<file path="src/rtl/trap_pkg.sv">
package trap_pkg;

    typedef enum logic [2:0] {
        ST_IDLE,
        ST_FLUSH,
        ST_SAVE_PSW,
        ST_SAVE_PC,
        ST_LOAD_PSW,
        ST_LOAD_PC,
        ST_COMMIT
    } seq_state_t;

    typedef enum logic {
        CAUSE_PCHK,
        CAUSE_TMO
    } trap_cause_t;

    localparam int unsigned PRIV_OPC_A = 14;
    localparam int unsigned PRIV_OPC_B = 15;
    localparam logic [7:0]  PCHK_BASE  = 8'd0;
    localparam logic [7:0]  TMO_BASE   = 8'd8;

    function automatic logic [7:0] vec_word(trap_cause_t c, logic [1:0] step);
        logic [7:0] base;
        base = (c == CAUSE_TMO) ? TMO_BASE : PCHK_BASE;
        return base + {5'b0, step, 1'b0};
    endfunction

endpackage

</file>
<file path="src/rtl/trap_timer.sv">
module trap_timer #(
    parameter int unsigned TW       = 16,
    parameter int unsigned TMR_INIT = 1000
) (
    input  logic          clk,
    input  logic          rst_n,
    input  logic          load,
    input  logic [TW-1:0] value,
    output logic [TW-1:0] count,
    output logic          zero
);

    localparam logic [TW-1:0] INIT_V = TW'(TMR_INIT);

    always_ff @(posedge clk) begin
        if (!rst_n) begin
            count <= INIT_V;
        end else if (load) begin
            count <= value;
        end else if (count != '0) begin
            count <= count - 1'b1;
        end
    end

    assign zero = (count == '0);

    a_r1_step_down: assert property (@(posedge clk) disable iff (!rst_n)
        (!load && count != '0) |=> (count == $past(count) - 1'b1));

    a_r2_hold_zero: assert property (@(posedge clk) disable iff (!rst_n)
        (!load && zero) |=> zero);

    a_r3_reload: assert property (@(posedge clk) disable iff (!rst_n)
        load |=> (count == $past(value)));

endmodule

</file>
<file path="src/rtl/trap_detect.sv">
module trap_detect #(
    parameter int unsigned OPW = 4
) (
    input  logic           clk,
    input  logic           rst_n,
    input  logic           issue_valid,
    input  logic [OPW-1:0] issue_opcode,
    input  logic           priv,
    input  logic           boundary,
    input  logic           timer_zero,
    input  logic           clr_pchk,
    input  logic           clr_tmo,
    output logic           op_suppress,
    output logic           pend_pchk,
    output logic           pend_tmo
);
    import trap_pkg::*;

    logic is_priv_op;
    logic tmo_hit;

    assign is_priv_op  = (issue_opcode == OPW'(PRIV_OPC_A)) ||
                         (issue_opcode == OPW'(PRIV_OPC_B));
    assign op_suppress = issue_valid && is_priv_op && !priv;
    assign tmo_hit     = boundary && timer_zero && !priv;

    always_ff @(posedge clk) begin
        if (!rst_n) begin
            pend_pchk <= 1'b0;
            pend_tmo  <= 1'b0;
        end else begin
            pend_pchk <= op_suppress || (pend_pchk && !clr_pchk);
            pend_tmo  <= tmo_hit     || (pend_tmo  && !clr_tmo);
        end
    end

    a_r4_suppress_pends: assert property (@(posedge clk) disable iff (!rst_n)
        op_suppress |=> pend_pchk);

    a_r5_timeout_pends: assert property (@(posedge clk) disable iff (!rst_n)
        (boundary && timer_zero && !priv) |=> pend_tmo);

    a_r5_priv_masks: assert property (@(posedge clk) disable iff (!rst_n)
        (priv && !pend_tmo) |=> !pend_tmo);

endmodule

</file>
<file path="src/rtl/trap_fsm.sv">
module trap_fsm #(
    parameter int unsigned AW = 16,
    parameter int unsigned DW = 16
) (
    input  logic          clk,
    input  logic          rst_n,
    input  logic          pend_pchk,
    input  logic          pend_tmo,
    input  logic          flush_done,
    input  logic          mem_ready,
    input  logic [DW-1:0] mem_rdata,
    input  logic [DW-1:0] cur_pc,
    input  logic [DW-1:0] cur_psw,
    output logic          clr_pchk,
    output logic          clr_tmo,
    output logic          flush_req,
    output logic          mem_req,
    output logic          mem_we,
    output logic [AW-1:0] mem_addr,
    output logic [DW-1:0] mem_wdata,
    output logic          pc_load,
    output logic          psw_load,
    output logic [DW-1:0] new_pc,
    output logic [DW-1:0] new_psw,
    output logic          busy
);
    import trap_pkg::*;

    seq_state_t  state, nxt;
    trap_cause_t cause_q;
    logic [DW-1:0] save_pc_q, save_psw_q, ld_pc_q, ld_psw_q;
    logic [1:0]    step;

    // state register
    always_ff @(posedge clk) begin
        if (!rst_n) state <= ST_IDLE;
        else        state <= nxt;
    end

    // next state
    always_comb begin
        nxt = state;
        unique case (state)
            ST_IDLE:     if (pend_pchk || pend_tmo) nxt = ST_FLUSH;
            ST_FLUSH:    if (flush_done) nxt = ST_SAVE_PSW;
            ST_SAVE_PSW: if (mem_ready)  nxt = ST_SAVE_PC;
            ST_SAVE_PC:  if (mem_ready)  nxt = ST_LOAD_PSW;
            ST_LOAD_PSW: if (mem_ready)  nxt = ST_LOAD_PC;
            ST_LOAD_PC:  if (mem_ready)  nxt = ST_COMMIT;
            ST_COMMIT:   nxt = ST_IDLE;
            default:     nxt = ST_IDLE;
        endcase
    end

    // sequence data: cause, saved context, loaded vectors
    always_ff @(posedge clk) begin
        if (!rst_n) begin
            cause_q    <= CAUSE_PCHK;
            save_pc_q  <= '0;
            save_psw_q <= '0;
            ld_pc_q    <= '0;
            ld_psw_q   <= '0;
        end else begin
            if (state == ST_IDLE && (pend_pchk || pend_tmo)) begin
                cause_q    <= pend_pchk ? CAUSE_PCHK : CAUSE_TMO;
                save_pc_q  <= cur_pc;
                save_psw_q <= cur_psw;
            end
            if (state == ST_LOAD_PSW && mem_ready) ld_psw_q <= mem_rdata;
            if (state == ST_LOAD_PC  && mem_ready) ld_pc_q  <= mem_rdata;
        end
    end

    // outputs
    always_comb begin
        clr_pchk  = 1'b0;
        clr_tmo   = 1'b0;
        flush_req = 1'b0;
        mem_req   = 1'b0;
        mem_we    = 1'b0;
        mem_wdata = '0;
        pc_load   = 1'b0;
        psw_load  = 1'b0;
        busy      = 1'b1;
        step      = 2'd0;
        unique case (state)
            ST_IDLE: begin
                busy     = 1'b0;
                clr_pchk = pend_pchk;
                clr_tmo  = pend_tmo && !pend_pchk;
            end
            ST_FLUSH: flush_req = 1'b1;
            ST_SAVE_PSW: begin
                mem_req   = 1'b1;
                mem_we    = 1'b1;
                mem_wdata = save_psw_q;
                step      = 2'd0;
            end
            ST_SAVE_PC: begin
                mem_req   = 1'b1;
                mem_we    = 1'b1;
                mem_wdata = save_pc_q;
                step      = 2'd1;
            end
            ST_LOAD_PSW: begin
                mem_req = 1'b1;
                step    = 2'd2;
            end
            ST_LOAD_PC: begin
                mem_req = 1'b1;
                step    = 2'd3;
            end
            ST_COMMIT: begin
                pc_load  = 1'b1;
                psw_load = 1'b1;
            end
            default: busy = 1'b0;
        endcase
    end

    assign mem_addr = {{(AW-8){1'b0}}, vec_word(cause_q, step)};
    assign new_pc   = ld_pc_q;
    assign new_psw  = ld_psw_q;

    a_r7_req_hold: assert property (@(posedge clk) disable iff (!rst_n)
        (mem_req && !mem_ready) |=> (mem_req && $stable(mem_addr) && $stable(mem_we)));

    a_r6_busy_starts_flush: assert property (@(posedge clk) disable iff (!rst_n)
        $rose(busy) |-> flush_req);

    a_r6_exclusive: assert property (@(posedge clk) disable iff (!rst_n)
        $onehot0({flush_req, mem_req, pc_load}));

    a_r8_commit_after_read: assert property (@(posedge clk) disable iff (!rst_n)
        pc_load |-> $past(mem_req && !mem_we && mem_ready));

    a_r9_pchk_first: assert property (@(posedge clk) disable iff (!rst_n)
        (state == ST_IDLE && pend_pchk) |=> (cause_q == CAUSE_PCHK));

endmodule

</file>
<file path="src/rtl/trap_sequencer.sv">
module trap_sequencer #(
    parameter int unsigned OPW      = 4,
    parameter int unsigned AW       = 16,
    parameter int unsigned DW       = 16,
    parameter int unsigned TW       = 16,
    parameter int unsigned TMR_INIT = 1000
) (
    input  logic           clk,
    input  logic           rst_n,
    input  logic           issue_valid,
    input  logic [OPW-1:0] issue_opcode,
    input  logic           priv,
    input  logic           boundary,
    input  logic           tmr_load,
    input  logic [TW-1:0]  tmr_value,
    input  logic [DW-1:0]  cur_pc,
    input  logic [DW-1:0]  cur_psw,
    input  logic           flush_done,
    input  logic           mem_ready,
    input  logic [DW-1:0]  mem_rdata,
    output logic           op_suppress,
    output logic [TW-1:0]  timer_count,
    output logic           timer_zero,
    output logic           flush_req,
    output logic           mem_req,
    output logic           mem_we,
    output logic [AW-1:0]  mem_addr,
    output logic [DW-1:0]  mem_wdata,
    output logic           pc_load,
    output logic           psw_load,
    output logic [DW-1:0]  new_pc,
    output logic [DW-1:0]  new_psw,
    output logic           busy
);

    logic pend_pchk, pend_tmo, clr_pchk, clr_tmo;

    trap_timer #(.TW(TW), .TMR_INIT(TMR_INIT)) u_timer (
        .clk   (clk),
        .rst_n (rst_n),
        .load  (tmr_load),
        .value (tmr_value),
        .count (timer_count),
        .zero  (timer_zero)
    );

    trap_detect #(.OPW(OPW)) u_detect (
        .clk          (clk),
        .rst_n        (rst_n),
        .issue_valid  (issue_valid),
        .issue_opcode (issue_opcode),
        .priv         (priv),
        .boundary     (boundary),
        .timer_zero   (timer_zero),
        .clr_pchk     (clr_pchk),
        .clr_tmo      (clr_tmo),
        .op_suppress  (op_suppress),
        .pend_pchk    (pend_pchk),
        .pend_tmo     (pend_tmo)
    );

    trap_fsm #(.AW(AW), .DW(DW)) u_fsm (
        .clk        (clk),
        .rst_n      (rst_n),
        .pend_pchk  (pend_pchk),
        .pend_tmo   (pend_tmo),
        .flush_done (flush_done),
        .mem_ready  (mem_ready),
        .mem_rdata  (mem_rdata),
        .cur_pc     (cur_pc),
        .cur_psw    (cur_psw),
        .clr_pchk   (clr_pchk),
        .clr_tmo    (clr_tmo),
        .flush_req  (flush_req),
        .mem_req    (mem_req),
        .mem_we     (mem_we),
        .mem_addr   (mem_addr),
        .mem_wdata  (mem_wdata),
        .pc_load    (pc_load),
        .psw_load   (psw_load),
        .new_pc     (new_pc),
        .new_psw    (new_psw),
        .busy       (busy)
    );

endmodule

</file>
<file path="config.mk">
export PLATFORM = sky130hd
export DESIGN_NAME = trap_sequencer
export DESIGN_NICKNAME = d
export VERILOG_FILES = /design/src/rtl/trap_pkg.sv /design/src/rtl/trap_timer.sv /design/src/rtl/trap_detect.sv /design/src/rtl/trap_fsm.sv /design/src/rtl/trap_sequencer.sv
export SDC_FILE = /design/constraint.sdc
export NUM_CORES = 1
export LEC_CHECK = 0
export ABC_AREA = 1
export CAP_MARGIN = 10
export CORE_MARGIN = 2
export CORE_UTILIZATION = 43
export CTS_CLUSTER_DIAMETER = 30
export DETAILED_ROUTE_END_ITERATION = 8
export PLACE_DENSITY_LB_ADDON = 0.2
export SETUP_SLACK_MARGIN = 0.15
export SLEW_MARGIN = 0
export SYNTH_ARGS = -nofsm -noshare
export SYNTH_HDL_FRONTEND = slang
export SYNTH_SLANG_ARGS = --single-unit
</file>
<file path="constraint.sdc">
create_clock -name clk -period 2.35 [get_ports clk]
set_input_delay 0.235 -clock clk [delete_from_list [all_inputs] [get_ports clk]]
set_output_delay 0.235 -clock clk [all_outputs]
set_load 0.05 [all_outputs]
</file>
==> results.sh <==
export IMPL_maxCapViolCount=0
export IMPL_design_area_um2=5610
export IMPL_slowest_delay_ns=0.36
export IMPL_synthFlopType="dfxtp_1"
export IMPL_setup_tns_ns=0
export IMPL_worst_slew_pin_slew_ns=0.784
export IMPL_avgRoutedWirePerCell_um=13.5
export IMPL_vias=3972
export IMPL_crit_chain="inv_1 > ha_1 > nand2_2 > nor2_4 > nand2_1 > nor4_4 > buf_12"
export IMPL_initial_core_util_pct=44.5
export IMPL_busiest_layer="met2"
export IMPL_start_kind="flop"
export IMPL_min_delay_path_class="input port to flop"
export IMPL_cp_data_arrival_time_ns=1.82
export IMPL_crit_type="flop to output port"
export IMPL_gp_congestion=0.831
export IMPL_clock_sinks=86
export IMPL_synth_seq_area_share_pct=44.4
export IMPL_worst_r2r_setup_slack_ns=0.65
export IMPL_grt_use_met1_pct=27.0
export IMPL_ys_async_sr_fraction_pct=0
export IMPL_overflow=0
export IMPL_ys_top_cells_by_area="dfxtp_1, a21oi_1, nand2_1"
export IMPL_synth_seq_cells=86
export IMPL_critPathBufInv=2
export IMPL_grt_first_pass_wirelength_um=17300
export IMPL_cts_buffers=9
export IMPL_nNetsFinal=763
export IMPL_drt_total_wl_um=10700
export IMPL_min_period_ns=2.06
export IMPL_layout_drive_gt1_share_pct=9.41
export IMPL_htreeDepth=3
export IMPL_drt_iter0_drc=168
export IMPL_track_usage_pct=21.6
export IMPL_r2r_start="u_fsm.state[2]"
export IMPL_port_buffers=149
export IMPL_pin_count=164
export IMPL_hold_start="tmr_value[14]"
export IMPL_yosysTopAreaCellShare_pct=44.4
export IMPL_synth_edff_count=0
export IMPL_slew_headroom_pct=47.5
export IMPL_antenna_left=0
export IMPL_num_rows=34
export IMPL_p_leak_nw=2.17
export IMPL_dieArea_um2=9800
export IMPL_syn_avg_cell_area_um2=7.12
export IMPL_grt_pass1_vias=3664
export IMPL_crit_family="simple AND/OR/NAND/NOR gates"
export IMPL_hold_depth=3
export IMPL_clock_latency_ns=0.36
export IMPL_slowest_stage="dfxtp_1"
export IMPL_critPathCaptureType="output port"
export IMPL_rr_endpoint="u_fsm.save_pc_q[10]"
export IMPL_grt_use_met3_pct=4.68
export IMPL_cts_root_buf="clkbuf_8"
export IMPL_place_area_um2=5380
export IMPL_holdPathEnd="u_timer.count[14]"
export IMPL_irDropWorstVdd_mv=0.396
export IMPL_grt_start_max_net_pins=50
export IMPL_dp_hpwl_um=8010
export IMPL_yosys_warnings=0
export IMPL_first_pass_iters=4
export IMPL_syn_area_um2=3880
export IMPL_clk_pin_slew_ns=0.09
export IMPL_synthCells=545
export IMPL_worstPathRequired_ns=2.12
export IMPL_antenna_found_initial=0
export IMPL_powerDensity_nw_per_um2=603
export IMPL_synth_top_cells_by_count="nand2_1, dfxtp_1, a21oi_1"
export IMPL_die_x_um=99.0
export IMPL_yosysUniqueCellTypes=27
export IMPL_avgViaCountPerCell=4.97
export IMPL_clockBufferDepth=2
export IMPL_synth_most_common_cell="nand2_1"
export IMPL_crit_fanout=5
export IMPL_finalPower_w=0.00339
export IMPL_grt_use_met2_pct=36.9
export IMPL_hold_viol_final=0
export IMPL_outcome="complete, no violations"
export IMPL_final_max_slew_viol_count=0
export IMPL_cts_tree="done"
export IMPL_fin_crit_sh_pct=87.5
export IMPL_area_growth_pct=44.6
export IMPL_rsz0062_at_grt="no"
export IMPL_fmax_ghz=0.487
export IMPL_yosys_area_top_type="dfxtp_1"
export IMPL_fp_dieH_um=99.0
export IMPL_finalSetupViolations=0
export IMPL_core_um2=8720
export IMPL_skew_ns=0.0138
export IMPL_antennaDiodeCount=0
export IMPL_drc_errors=0
export IMPL_reg2regPathDepth=5
[registers in the layout (all words and copies together), names as in the netlist]
register,flops
u_fsm.save_psw_q,16
u_fsm.new_psw,16
u_fsm.state,3
u_timer.count,16
u_detect.pend_tmo,1
u_fsm.cause_q,1
u_fsm.new_pc,16
u_detect.pend_pchk,1
u_fsm.save_pc_q,16
[worst max-delay path by stage]
stage                 endpoint  slack [ns]  cells after the start             start
detailed placement      mem_we        0.44                      5    u_fsm.state[1]
finish              timer_zero        0.29                      7  u_timer.count[0]
CTS                 timer_zero        0.16                      7  u_timer.count[0]
global route           mem_req        0.15                      7    u_fsm.state[2]
global placement        mem_we        0.48                      5    u_fsm.state[1]
floorplan           timer_zero        0.34                      6  u_timer.count[0]
[cell usage in the layout (no fill, tap or decap), types with 2 or more instances in the layout]
cell type / netlist / layout
dfxtp_1: 86 / 86
nand2_2: 2 / 3
clkinv_1: 2 / 2
a21oi_1: 85 / 85
clkbuf_8: 0 / 9
nand3_1: 33 / 33
xor2_1: 3 / 3
inv_2: 6 / 6
clkinvlp_4: 0 / 2
clkdlybuf4s50_1: 0 / 123
nor2_1: 32 / 32
buf_12: 0 / 2
o21ai_0: 34 / 34
xnor2_1: 5 / 5
inv_1: 70 / 70
bufinv_16: 0 / 2
o22ai_1: 16 / 16
o21ai_1: 22 / 21
nand2_1: 96 / 95
dlygate4sd2_1: 0 / 4
conb_1: 1 / 13
nor2_2: 3 / 2
nand4_1: 2 / 2
buf_4: 18 / 30
[timing repair]
action,CTS,global route
hold buffers,0,0
pin swaps,0,1
setup endpoints to repair,4,1
resized for setup,4,2
setup buffers,0,1
[area by class of cell]
type                            count  area [µm²]
Clock buffer                        9         124
Clock inverter                      7        97.6
Fill cell                         763        3110
Inverter                           78         293
Multi-Input combinational cell    352        1710
Sequential cell                    86        1720
Tap cell                          108         135
Timing Repair Buffer              159        1530
[logic make-up after synthesis]
family / count (synthesis) / synth area share, %
and+or+nand+nor: 173 / 19.1
adders and majority gates: 1 / 0.322
DFF: 86 / 44.4
xor gates and xnor gates: 8 / 1.81
AOI/OAI and AO/OA: 157 / 20.8
buffers and inverters: 119 / 13.6
other: 1 / 0.0966
[power by group]
| group | internal [W] | leakage (nW) | switching, W | total (W) |
|---|---|---|---|---|
| registers | 0.00150 | 0.697 | 0.0000490 | 0.00154 |
| logic | 0.000265 | 1.37 | 0.000433 | 0.000699 |
| clock network | 0.000602 | 0.106 | 0.000542 | 0.00114 |
[metal layers]
metal  up-vias  part of all wire (%)
li1       2017                     -
met1      1783                    44
met2       159                    48
met3        13                   7.1
met4         0                   1.0
met5         -                     0
[stage by stage]
step	cells	hold slack, ns	setup WS, ns	util, %
after floorplan	557	0.359	0.339	-
after global placement	782	0.433	0.476	61.7
after detailed placement	782	0.438	0.443	61.7
after CTS	798	0.424	0.160	64.2
after global routing	799	0.441	0.153	64.4
final	799	0.438	0.295	64.4
[worst reg2reg max path, stage by stage (launching register included)]
cell     delay, ns
dfxtp_1       0.39
nor3_2        0.38
o21ai_4       0.30
buf_12        0.26
o21ai_0       0.20
a21oi_1       0.06
No activity file was read; power rests on OpenSTA's default activity.
